$ cat config.mk
export PLATFORM = sky130hd
export DESIGN_NAME = burst_rd_engine
export DESIGN_NICKNAME = d
export VERILOG_FILES = /design/src/rtl/brd_pkg.sv /design/src/rtl/brd_addr_gen.sv /design/src/rtl/brd_beat_cnt.sv /design/src/rtl/brd_fsm.sv /design/src/rtl/burst_rd_engine.sv
export SDC_FILE = /design/constraint.sdc
export NUM_CORES = 1
export LEC_CHECK = 0
export BUFFER_PORTS_ARGS = -buffer_cell sky130_fd_sc_hd__buf_2
export CAP_MARGIN = 40
export CORE_ASPECT_RATIO = 1.25
export CORE_MARGIN = 3
export CORE_UTILIZATION = 48
export CTS_CLUSTER_SIZE = 12
export DETAILED_ROUTE_END_ITERATION = 6
export HOLD_SLACK_MARGIN = 0.12
export PLACE_DENSITY_LB_ADDON = 0.08
export SYNTH_ARGS = -nofsm -noshare
export SYNTH_HDL_FRONTEND = slang
export SYNTH_SLANG_ARGS = --single-unit
$ cat constraint.sdc
create_clock -name clk_i -period 2.6 [get_ports clk_i]
set_input_delay 0.26 -clock clk_i [delete_from_list [all_inputs] [get_ports clk_i]]
set_output_delay 0.26 -clock clk_i [all_outputs]
set_load 0.05 [all_outputs]
$ cat src/rtl/brd_pkg.sv
package brd_pkg;
  typedef enum logic [2:0] {
    ST_CAL,
    ST_IDLE,
    ST_CMD,
    ST_WAIT,
    ST_DRAIN,
    ST_FIN
  } brd_state_e;
endpackage

$ cat src/rtl/brd_addr_gen.sv
module brd_addr_gen #(
  parameter int unsigned ADDR_W    = 32,
  parameter int unsigned STEP_BYTES = 256
) (
  input  logic              clk_i,
  input  logic              rst_ni,
  input  logic              load_i,
  input  logic [ADDR_W-1:0] base_i,
  input  logic              adv_i,
  output logic [ADDR_W-1:0] addr_o
);
  localparam logic [ADDR_W-1:0] STEP = ADDR_W'(STEP_BYTES);

  logic [ADDR_W-1:0] addr_q;

  always_ff @(posedge clk_i or negedge rst_ni) begin
    if (!rst_ni)     addr_q <= '0;
    else if (load_i) addr_q <= base_i;
    else if (adv_i)  addr_q <= addr_q + STEP;
  end

  assign addr_o = addr_q;

  // load and advance never coincide: load happens leaving idle, advance in command state
  assert_no_load_adv_R6: assert property (@(posedge clk_i) disable iff (!rst_ni)
    !(load_i && adv_i));
endmodule

$ cat src/rtl/brd_beat_cnt.sv
module brd_beat_cnt #(
  parameter int unsigned BURST_LEN    = 64,
  parameter int unsigned FRAME_BURSTS = 4
) (
  input  logic clk_i,
  input  logic rst_ni,
  input  logic clear_i,
  input  logic pop_i,
  output logic first_beat_o,
  output logic last_beat_o,
  output logic last_burst_o
);
  localparam int unsigned BEAT_W  = (BURST_LEN > 1) ? $clog2(BURST_LEN) : 1;
  localparam int unsigned BURST_W = (FRAME_BURSTS > 1) ? $clog2(FRAME_BURSTS) : 1;
  localparam logic [BEAT_W-1:0]  BEAT_MAX  = BEAT_W'(BURST_LEN - 1);
  localparam logic [BURST_W-1:0] BURST_MAX = BURST_W'(FRAME_BURSTS - 1);

  logic [BEAT_W-1:0]  beat_q;
  logic [BURST_W-1:0] burst_q;

  assign first_beat_o = (beat_q == '0);
  assign last_beat_o  = (beat_q == BEAT_MAX);
  assign last_burst_o = (burst_q == BURST_MAX);

  always_ff @(posedge clk_i or negedge rst_ni) begin
    if (!rst_ni) begin
      beat_q  <= '0;
      burst_q <= '0;
    end else if (clear_i) begin
      beat_q  <= '0;
      burst_q <= '0;
    end else if (pop_i) begin
      if (last_beat_o) begin
        beat_q  <= '0;
        burst_q <= last_burst_o ? '0 : burst_q + 1'b1;
      end else begin
        beat_q <= beat_q + 1'b1;
      end
    end
  end

  // beat counter wraps to zero exactly after a full burst
  assert_beat_wrap_R5: assert property (@(posedge clk_i) disable iff (!rst_ni)
    (pop_i && !clear_i && last_beat_o) |=> first_beat_o);
endmodule

$ cat src/rtl/brd_fsm.sv
module brd_fsm
  import brd_pkg::*;
#(
  parameter int unsigned BURST_LEN = 64,
  parameter int unsigned CNT_W     = 7
) (
  input  logic             clk_i,
  input  logic             rst_ni,
  input  logic             calib_done_i,
  input  logic             rd_en_i,
  input  logic             cmd_full_i,
  input  logic [CNT_W-1:0] rdf_count_i,
  input  logic             buf_full_i,
  input  logic             last_beat_i,
  input  logic             last_burst_i,
  output logic             start_o,
  output logic             cmd_en_o,
  output logic             pop_o,
  output logic             frame_done_o
);
  localparam logic [CNT_W-1:0] FILL_MARK = CNT_W'(BURST_LEN);

  brd_state_e state_q, state_d;
  logic       done_q;
  logic       burst_ready;
  logic       burst_end;

  assign burst_ready = (rdf_count_i >= FILL_MARK);
  assign start_o     = (state_q == ST_IDLE) && rd_en_i;
  assign cmd_en_o    = (state_q == ST_CMD) && rd_en_i && !cmd_full_i;
  assign pop_o       = (state_q == ST_DRAIN) && !buf_full_i;
  assign burst_end   = pop_o && last_beat_i;

  always_comb begin
    state_d = state_q;
    unique case (state_q)
      ST_CAL:   if (calib_done_i) state_d = ST_IDLE;
      ST_IDLE:  if (rd_en_i) state_d = ST_CMD;
      ST_CMD: begin
        if (!rd_en_i)     state_d = ST_IDLE;
        else if (cmd_en_o) state_d = ST_WAIT;
      end
      ST_WAIT:  if (burst_ready) state_d = ST_DRAIN;
      ST_DRAIN: if (burst_end) state_d = last_burst_i ? ST_FIN : ST_CMD;
      ST_FIN:   if (!rd_en_i) state_d = ST_IDLE;
      default:  state_d = ST_CAL;
    endcase
  end

  always_ff @(posedge clk_i or negedge rst_ni) begin
    if (!rst_ni) begin
      state_q <= ST_CAL;
      done_q  <= 1'b0;
    end else begin
      state_q <= state_d;
      done_q  <= burst_end && last_burst_i;
    end
  end

  assign frame_done_o = done_q;

  assert_next_cmd_R5: assert property (@(posedge clk_i) disable iff (!rst_ni)
    (pop_o && last_beat_i && !last_burst_i) |=> (state_q == ST_CMD));

  assert_fin_quiet_R7: assert property (@(posedge clk_i) disable iff (!rst_ni)
    frame_done_o |-> !cmd_en_o && !pop_o);

  assert_abort_idle_R8: assert property (@(posedge clk_i) disable iff (!rst_ni)
    (state_q == ST_CMD && !rd_en_i) |=> (state_q == ST_IDLE));
endmodule

$ cat src/rtl/burst_rd_engine.sv
module burst_rd_engine #(
  parameter int unsigned ADDR_W       = 32,
  parameter int unsigned DATA_W       = 32,
  parameter int unsigned BURST_LEN    = 64,
  parameter int unsigned RDF_DEPTH    = 64,
  parameter int unsigned FRAME_BURSTS = 4,
  localparam int unsigned CNT_W       = $clog2(RDF_DEPTH + 1),
  localparam int unsigned STEP_BYTES  = BURST_LEN * (DATA_W / 8)
) (
  input  logic              clk_i,
  input  logic              rst_ni,
  input  logic              calib_done_i,
  input  logic              rd_en_i,
  input  logic [ADDR_W-1:0] base_addr_i,
  input  logic              cmd_full_i,
  output logic              cmd_en_o,
  output logic [ADDR_W-1:0] cmd_addr_o,
  input  logic [CNT_W-1:0]  rdf_count_i,
  input  logic [DATA_W-1:0] rdf_data_i,
  output logic              rdf_pop_o,
  input  logic              buf_full_i,
  output logic              buf_wr_o,
  output logic [DATA_W-1:0] buf_data_o,
  output logic              frame_done_o
);
  logic start, pop, first_beat, last_beat, last_burst;

  brd_fsm #(
    .BURST_LEN (BURST_LEN),
    .CNT_W     (CNT_W)
  ) u_fsm (
    .clk_i        (clk_i),
    .rst_ni       (rst_ni),
    .calib_done_i (calib_done_i),
    .rd_en_i      (rd_en_i),
    .cmd_full_i   (cmd_full_i),
    .rdf_count_i  (rdf_count_i),
    .buf_full_i   (buf_full_i),
    .last_beat_i  (last_beat),
    .last_burst_i (last_burst),
    .start_o      (start),
    .cmd_en_o     (cmd_en_o),
    .pop_o        (pop),
    .frame_done_o (frame_done_o)
  );

  brd_addr_gen #(
    .ADDR_W     (ADDR_W),
    .STEP_BYTES (STEP_BYTES)
  ) u_addr (
    .clk_i  (clk_i),
    .rst_ni (rst_ni),
    .load_i (start),
    .base_i (base_addr_i),
    .adv_i  (cmd_en_o),
    .addr_o (cmd_addr_o)
  );

  brd_beat_cnt #(
    .BURST_LEN    (BURST_LEN),
    .FRAME_BURSTS (FRAME_BURSTS)
  ) u_cnt (
    .clk_i        (clk_i),
    .rst_ni       (rst_ni),
    .clear_i      (start),
    .pop_i        (pop),
    .first_beat_o (first_beat),
    .last_beat_o  (last_beat),
    .last_burst_o (last_burst)
  );

  assign rdf_pop_o  = pop;
  assign buf_wr_o   = pop;
  assign buf_data_o = rdf_data_i;

  // checker state: calibration observed since reset
  logic cal_seen_q;
  always_ff @(posedge clk_i or negedge rst_ni) begin
    if (!rst_ni)           cal_seen_q <= 1'b0;
    else if (calib_done_i) cal_seen_q <= 1'b1;
  end

  assert_no_cmd_precal_R1: assert property (@(posedge clk_i) disable iff (!rst_ni)
    cmd_en_o |-> cal_seen_q);

  assert_cmd_gated_R2: assert property (@(posedge clk_i) disable iff (!rst_ni)
    cmd_en_o |-> (rd_en_i && !cmd_full_i));

  assert_cmd_single_R2: assert property (@(posedge clk_i) disable iff (!rst_ni)
    cmd_en_o |=> !cmd_en_o);

  assert_full_burst_R3: assert property (@(posedge clk_i) disable iff (!rst_ni)
    (rdf_pop_o && first_beat) |-> (rdf_count_i >= CNT_W'(BURST_LEN)));

  assert_no_overflow_R4: assert property (@(posedge clk_i) disable iff (!rst_ni)
    buf_wr_o |-> !buf_full_i);

  assert_done_pulse_R7: assert property (@(posedge clk_i) disable iff (!rst_ni)
    frame_done_o |=> !frame_done_o);
endmodule

Word-level counts from Yosys, hierarchy flattened --
Index checks and enable logic that the tools add are counted.
Cells by class: mux-type cells 18, $add $sub $neg 3, order comparisons 1, reduce and logical (&&, ||, !) cells 14, equal/unequal tests 13
Operators by type and width (count):
- two-way mux 32 bit | 2
- adder 32 x 9 -> 32 bit, second input constant | 1
- two-way mux 3 bit | 8
- two-way mux 6 bit | 3
- one-hot mux 3 bit (6 select lines) | 1
- two-way mux 2 bit | 4
- greater-or-equal comparator 7 bit, second input constant | 1
- adder 6 x 1 -> 6 bit, second input constant | 1
- equality test 3 x 2 -> 1 bit, second input constant | 2
- equality test 3 bit, second input constant | 2
- equality test 6 bit, second input constant | 1
- logical AND 1 bit | 6
- inequality test 2 bit, second input constant | 3
- AND reduction 6 bit | 1
- nonzero test 2 bit | 3
- inequality test 2 x 1 -> 1 bit, second input constant | 2
- equality test 3 x 1 -> 1 bit, second input constant | 1
- zero test 3 bit | 1
- inequality test 3 bit, second input constant | 1
- adder 2 x 1 -> 2 bit, second input constant | 1
- equality test 2 bit, second input constant | 1
- zero test 1 bit | 2
- AND reduction 2 bit | 1
Storage, ports and cells: logic and storage cells 54, output and inout port bits 68, flip-flop bits (word level) 44, bits of input ports 77

Longest topological paths before layout --
depth after elaboration 6, depth in mapped cells 8, depth with buffers taken out 7

Cells and area by module --
Synthesis repeated with hierarchy kept, for this count alone.
Unflattened totals: cells, all modules 297, area, all modules 2768.9 um2
By module, submodules not included:
- brd_addr_gen | times used 1, sequential area each 800.8 um2, cells each 184, area an instance 1730.4 um2
- brd_beat_cnt | times used 1, sequential area each 200.2 um2, cells each 48, area an instance 460.4 um2
- brd_fsm | times used 1, sequential area each 100.1 um2, cells each 32, area an instance 330.3 um2
- burst_rd_engine | times used 1, sequential area each 0.0 um2, cells each 33, area an instance 247.7 um2

Worst setup path after synthesis --
OpenSTA, ideal clock, no wires.
path kind register to register, start point register u_addr.addr_q[8] (netlist: u_addr.addr_o[8]), end point register u_addr.addr_q[30] (netlist: u_addr.addr_o[30]), required time 2468 ps, arrival time 1834 ps, stages on the path, launching flop included 7, period minus slack after synthesis 1966 ps, path buffers 0, library setup time 132 ps, setup slack 634 ps, path through dfrtp_1 -> ha_1 -> and2b_1 -> nand4_4 -> nor4_2 -> xnor2_1 -> o21ai_1
On the way: word-level cells in the longest chain between the ends 3
Ends and longest elaborated chain:
- start: declaration | RTL line brd_addr_gen.sv:14 | logic [ADDR_W-1:0] addr_q;
- start signal: assignment | RTL line brd_addr_gen.sv:18 | else if (load_i) addr_q <= base_i;
- start signal: assignment | RTL line brd_addr_gen.sv:19 | else if (adv_i) addr_q <= addr_q + STEP;
- adder 32 x 9 -> 32 bit | RTL line brd_addr_gen.sv:19
- two-way mux 32 bit | RTL line brd_addr_gen.sv:19
- two-way mux 32 bit | RTL line brd_addr_gen.sv:18
No other way between the ends. The select of a mux whose other input is x is not followed. A chain may end at the register's enable or synchronous reset.

Worst setup path after layout --
start point register u_fsm.state_q[0], end point output cmd_en_o
On the way: word-level cells in the longest chain between the ends 3
Ends and longest elaborated chain:
- start: declaration | RTL line brd_fsm.sv:23 | brd_state_e state_q, state_d;
- start signal: assignment | RTL line brd_fsm.sv:55 | state_q <= state_d;
- equality test 3 x 2 -> 1 bit | RTL line brd_fsm.sv:30 | assign cmd_en_o = (state_q == ST_CMD) && rd_en_i && !cmd_full_i;
- logical AND 1 bit (2 in a row) | RTL line brd_fsm.sv:30
- end: declaration | RTL line burst_rd_engine.sv:16 | output logic cmd_en_o,
No other way between the ends.

==> metrics <==
number of global-route vias before repair=1,992; Die X=72.4 um; RSZ-0062 raised after global routing=no; wire length per cell=13.7 um; total power=0.00359 W; largest net degree at the start of global routing=33; n_diodes=0; starting density of the core=51.0%; PD cells=1220 nW/um^2; First-pass DRT Iterations=3; Synth Register Bits=44; PnR worst setup slack=0.582 ns; nets=410; Synth Area in Simple Gates=26.0%; Vias=2,035; TNS Setup=0 ns; post-synthesis compound-gate area fraction=7.85%; CTS clk-pin slew, worst paths=0.07 ns; Critical Path RT=2.34 ns; most area-consuming cells after synthesis=dfrtp_1, buf_4, nand2_1; period utilization=77.6%; vias per inst=5.19; register area=1100 um^2; core footprint=5190 um^2; sequential fraction of the synthesis area=41.6%; CTS Buffer Depth=2; skew final=0.0108 ns; post-route ant nets=0; CP Class=reg -> out; multi-input logic area=1220 um^2; cells after synthesis=288; average cell area after synthesis=9.18 um^2; Tightest Pin Transition=0.606 ns; # setup viols final=0; H-tree depth=2; Post-synth EDFFs=0; Setup Buffers After CTS=0; Worst EP arrival=1.76 ns; initial antenna violation count=0; Resized cells post-CTS=0; largest area contributor in the netlist=dfrtp_1; Placer Congestion=0.748; I/O Pins=145; DIE HEIGHT=89.0 um; CTS Hold Bufs=1; Area Growth Syn to Fin=10.9%; GRT Total Usage=17.4%; max frequency=0.496 GHz; max-slew violations=0; Worst R2R Setup Slack=0.68 ns; CTS tree=yes; hold crit path type=in -> reg; ratio of cells with drive above 1 in the final layout=30.0%; grt ovf=0; DP HPWL=4010 um; global-route wire length before repair=8830 um; xor and xnor area share after synthesis=8.61%; Post-Synth Adder-Cell Area=1.42%; Syn Nets=368; hold_ws=0.154 ns; Post-synth ARST share=100%; root buffer cell=clkbuf_8; CTS sink cnt=44; Rows=29; cell area after synthesis=2650 um^2; Initial DRC Count=65; Critical Path Source Type=flop; drt drc=0; Max rail drop VDD=0.609 mV; status=finished clean; MaxCap Viol Count=0; Synth Flop Type=dfrtp_1; Netlist cell types=45; final WL=5390 um; main combinational cell family by area after synthesis=simple AND/OR/NAND/NOR gates; fraction of synthesized area in multiplexers=1.75%; Ys Warns=0; Crit. End Element=output pin; CTS buffer count=5; Lkg Pwr=1.39 nW; Port Buffers=74; Die ar.=6440 um^2; min cycle time layout=2.02 ns; worst slack, placed=0.714 ns; count of final hold-check violations=0; Slew headroom=59.6%; Synth top area share=41.6%; clk_lat worst skew=0.30 ns; fill count=497; crit path max fanout=11
flip-flops by register name (all words and copies together) (netlist names):
signal,flops
u_addr.addr_o,32
u_cnt.beat_q,6
u_cnt.burst_q,2
u_fsm.frame_done_o,1
u_fsm.state_q,3
metrics by stage:
step | util [%] | instances | area [um^2]
floorplan | - | 288 | 2650
global placement | 54.4 | 383 | 2830
detailed placement | 54.8 | 384 | 2850
CTS | 56.5 | 392 | 2930
global route | 56.5 | 392 | 2930
finish | 56.5 | 392 | 2930
cell usage after synthesis, types with 3 or more instances:
cell / number
nor2_1: 17
o21ai_0: 10
xor2_1: 6
a21oi_1: 9
nor4_2: 5
o21ai_1: 9
nand3_1: 10
clkbuf_1: 6
xnor2_1: 20
inv_1: 6
ha_1: 3
nand4_1: 3
dfrtp_1: 44
nor3_1: 10
nand2_1: 60
buf_4: 33
worst max-delay path, cell delays in order (launching register included):
cell and delay, ns:
dfrtp_1 0.49, and4bb_4 0.45, and2_1 0.23, buf_2 0.29
where the power goes:
part / internal (W) / switching, W
Clock: 0.000183 / 0.000225
Sequential: 0.000965 / 0.000342
Combinational: 0.000545 / 0.00133
final timing paths:
kind	start	endpoint	cells past startpoint
hold / removal	base_addr_i[4]	u_addr.addr_o[4]	3
setup reg to reg	u_fsm.state_q[1]	u_fsm.state_q[2]	7
setup / recovery	u_fsm.state_q[0]	cmd_en_o	3
max in group asynchronous	rst_ni	u_addr.addr_o[1]	3
min in group asynchronous	rst_ni	u_addr.addr_o[12]	2
hold reg to reg	u_addr.addr_o[2]	u_addr.addr_o[2]	2
cells in the final DEF (no fill, tap or decap), drive strengths merged, types with 2 or more instances in the layout:
cell type / n
clkinv: 2
xor2: 6
nand2b: 2
nor2: 17
a21oi: 9
xnor2: 20
and2: 2
buf: 78
o21ai: 19
clkbuf: 6
nor4: 6
nor3: 10
ha: 3
or3: 2
inv: 6
dfrtp: 44
nand4: 6
nand3: 10
mux2i: 2
and3: 2
and4: 3
nand2: 60
layout make-up:
cell class | instances | share of cell area [%]
multi-input combinational | 193 | 41.7
sequential | 44 | 37.5
tap | 62 | 2.65
clock inverter | 1 | 0.171
inverter | 7 | 1.07
clock buffer | 6 | 2.47
timing repair buffer | 79 | 14.4
logic make-up (layout without fill, tap and decap cells):
kind of cell,after synthesis,count (layout)
simple gates,126,126
buf+inv,51,93
flops,44,44
compound gates,35,35
xor+xnor,26,26
fa+ha+maj,3,3
mux,3,3
routing by layer:
metal,GRT usage (%),vias to the layer above,part of all wire [%]
met1,21.6,958,44
li1,-,1019,-
met3,3.94,10,6.0
met5,0,-,0
met4,6.04,0,1.5
met2,29.7,48,48
(Power assumes the default switching activity.)
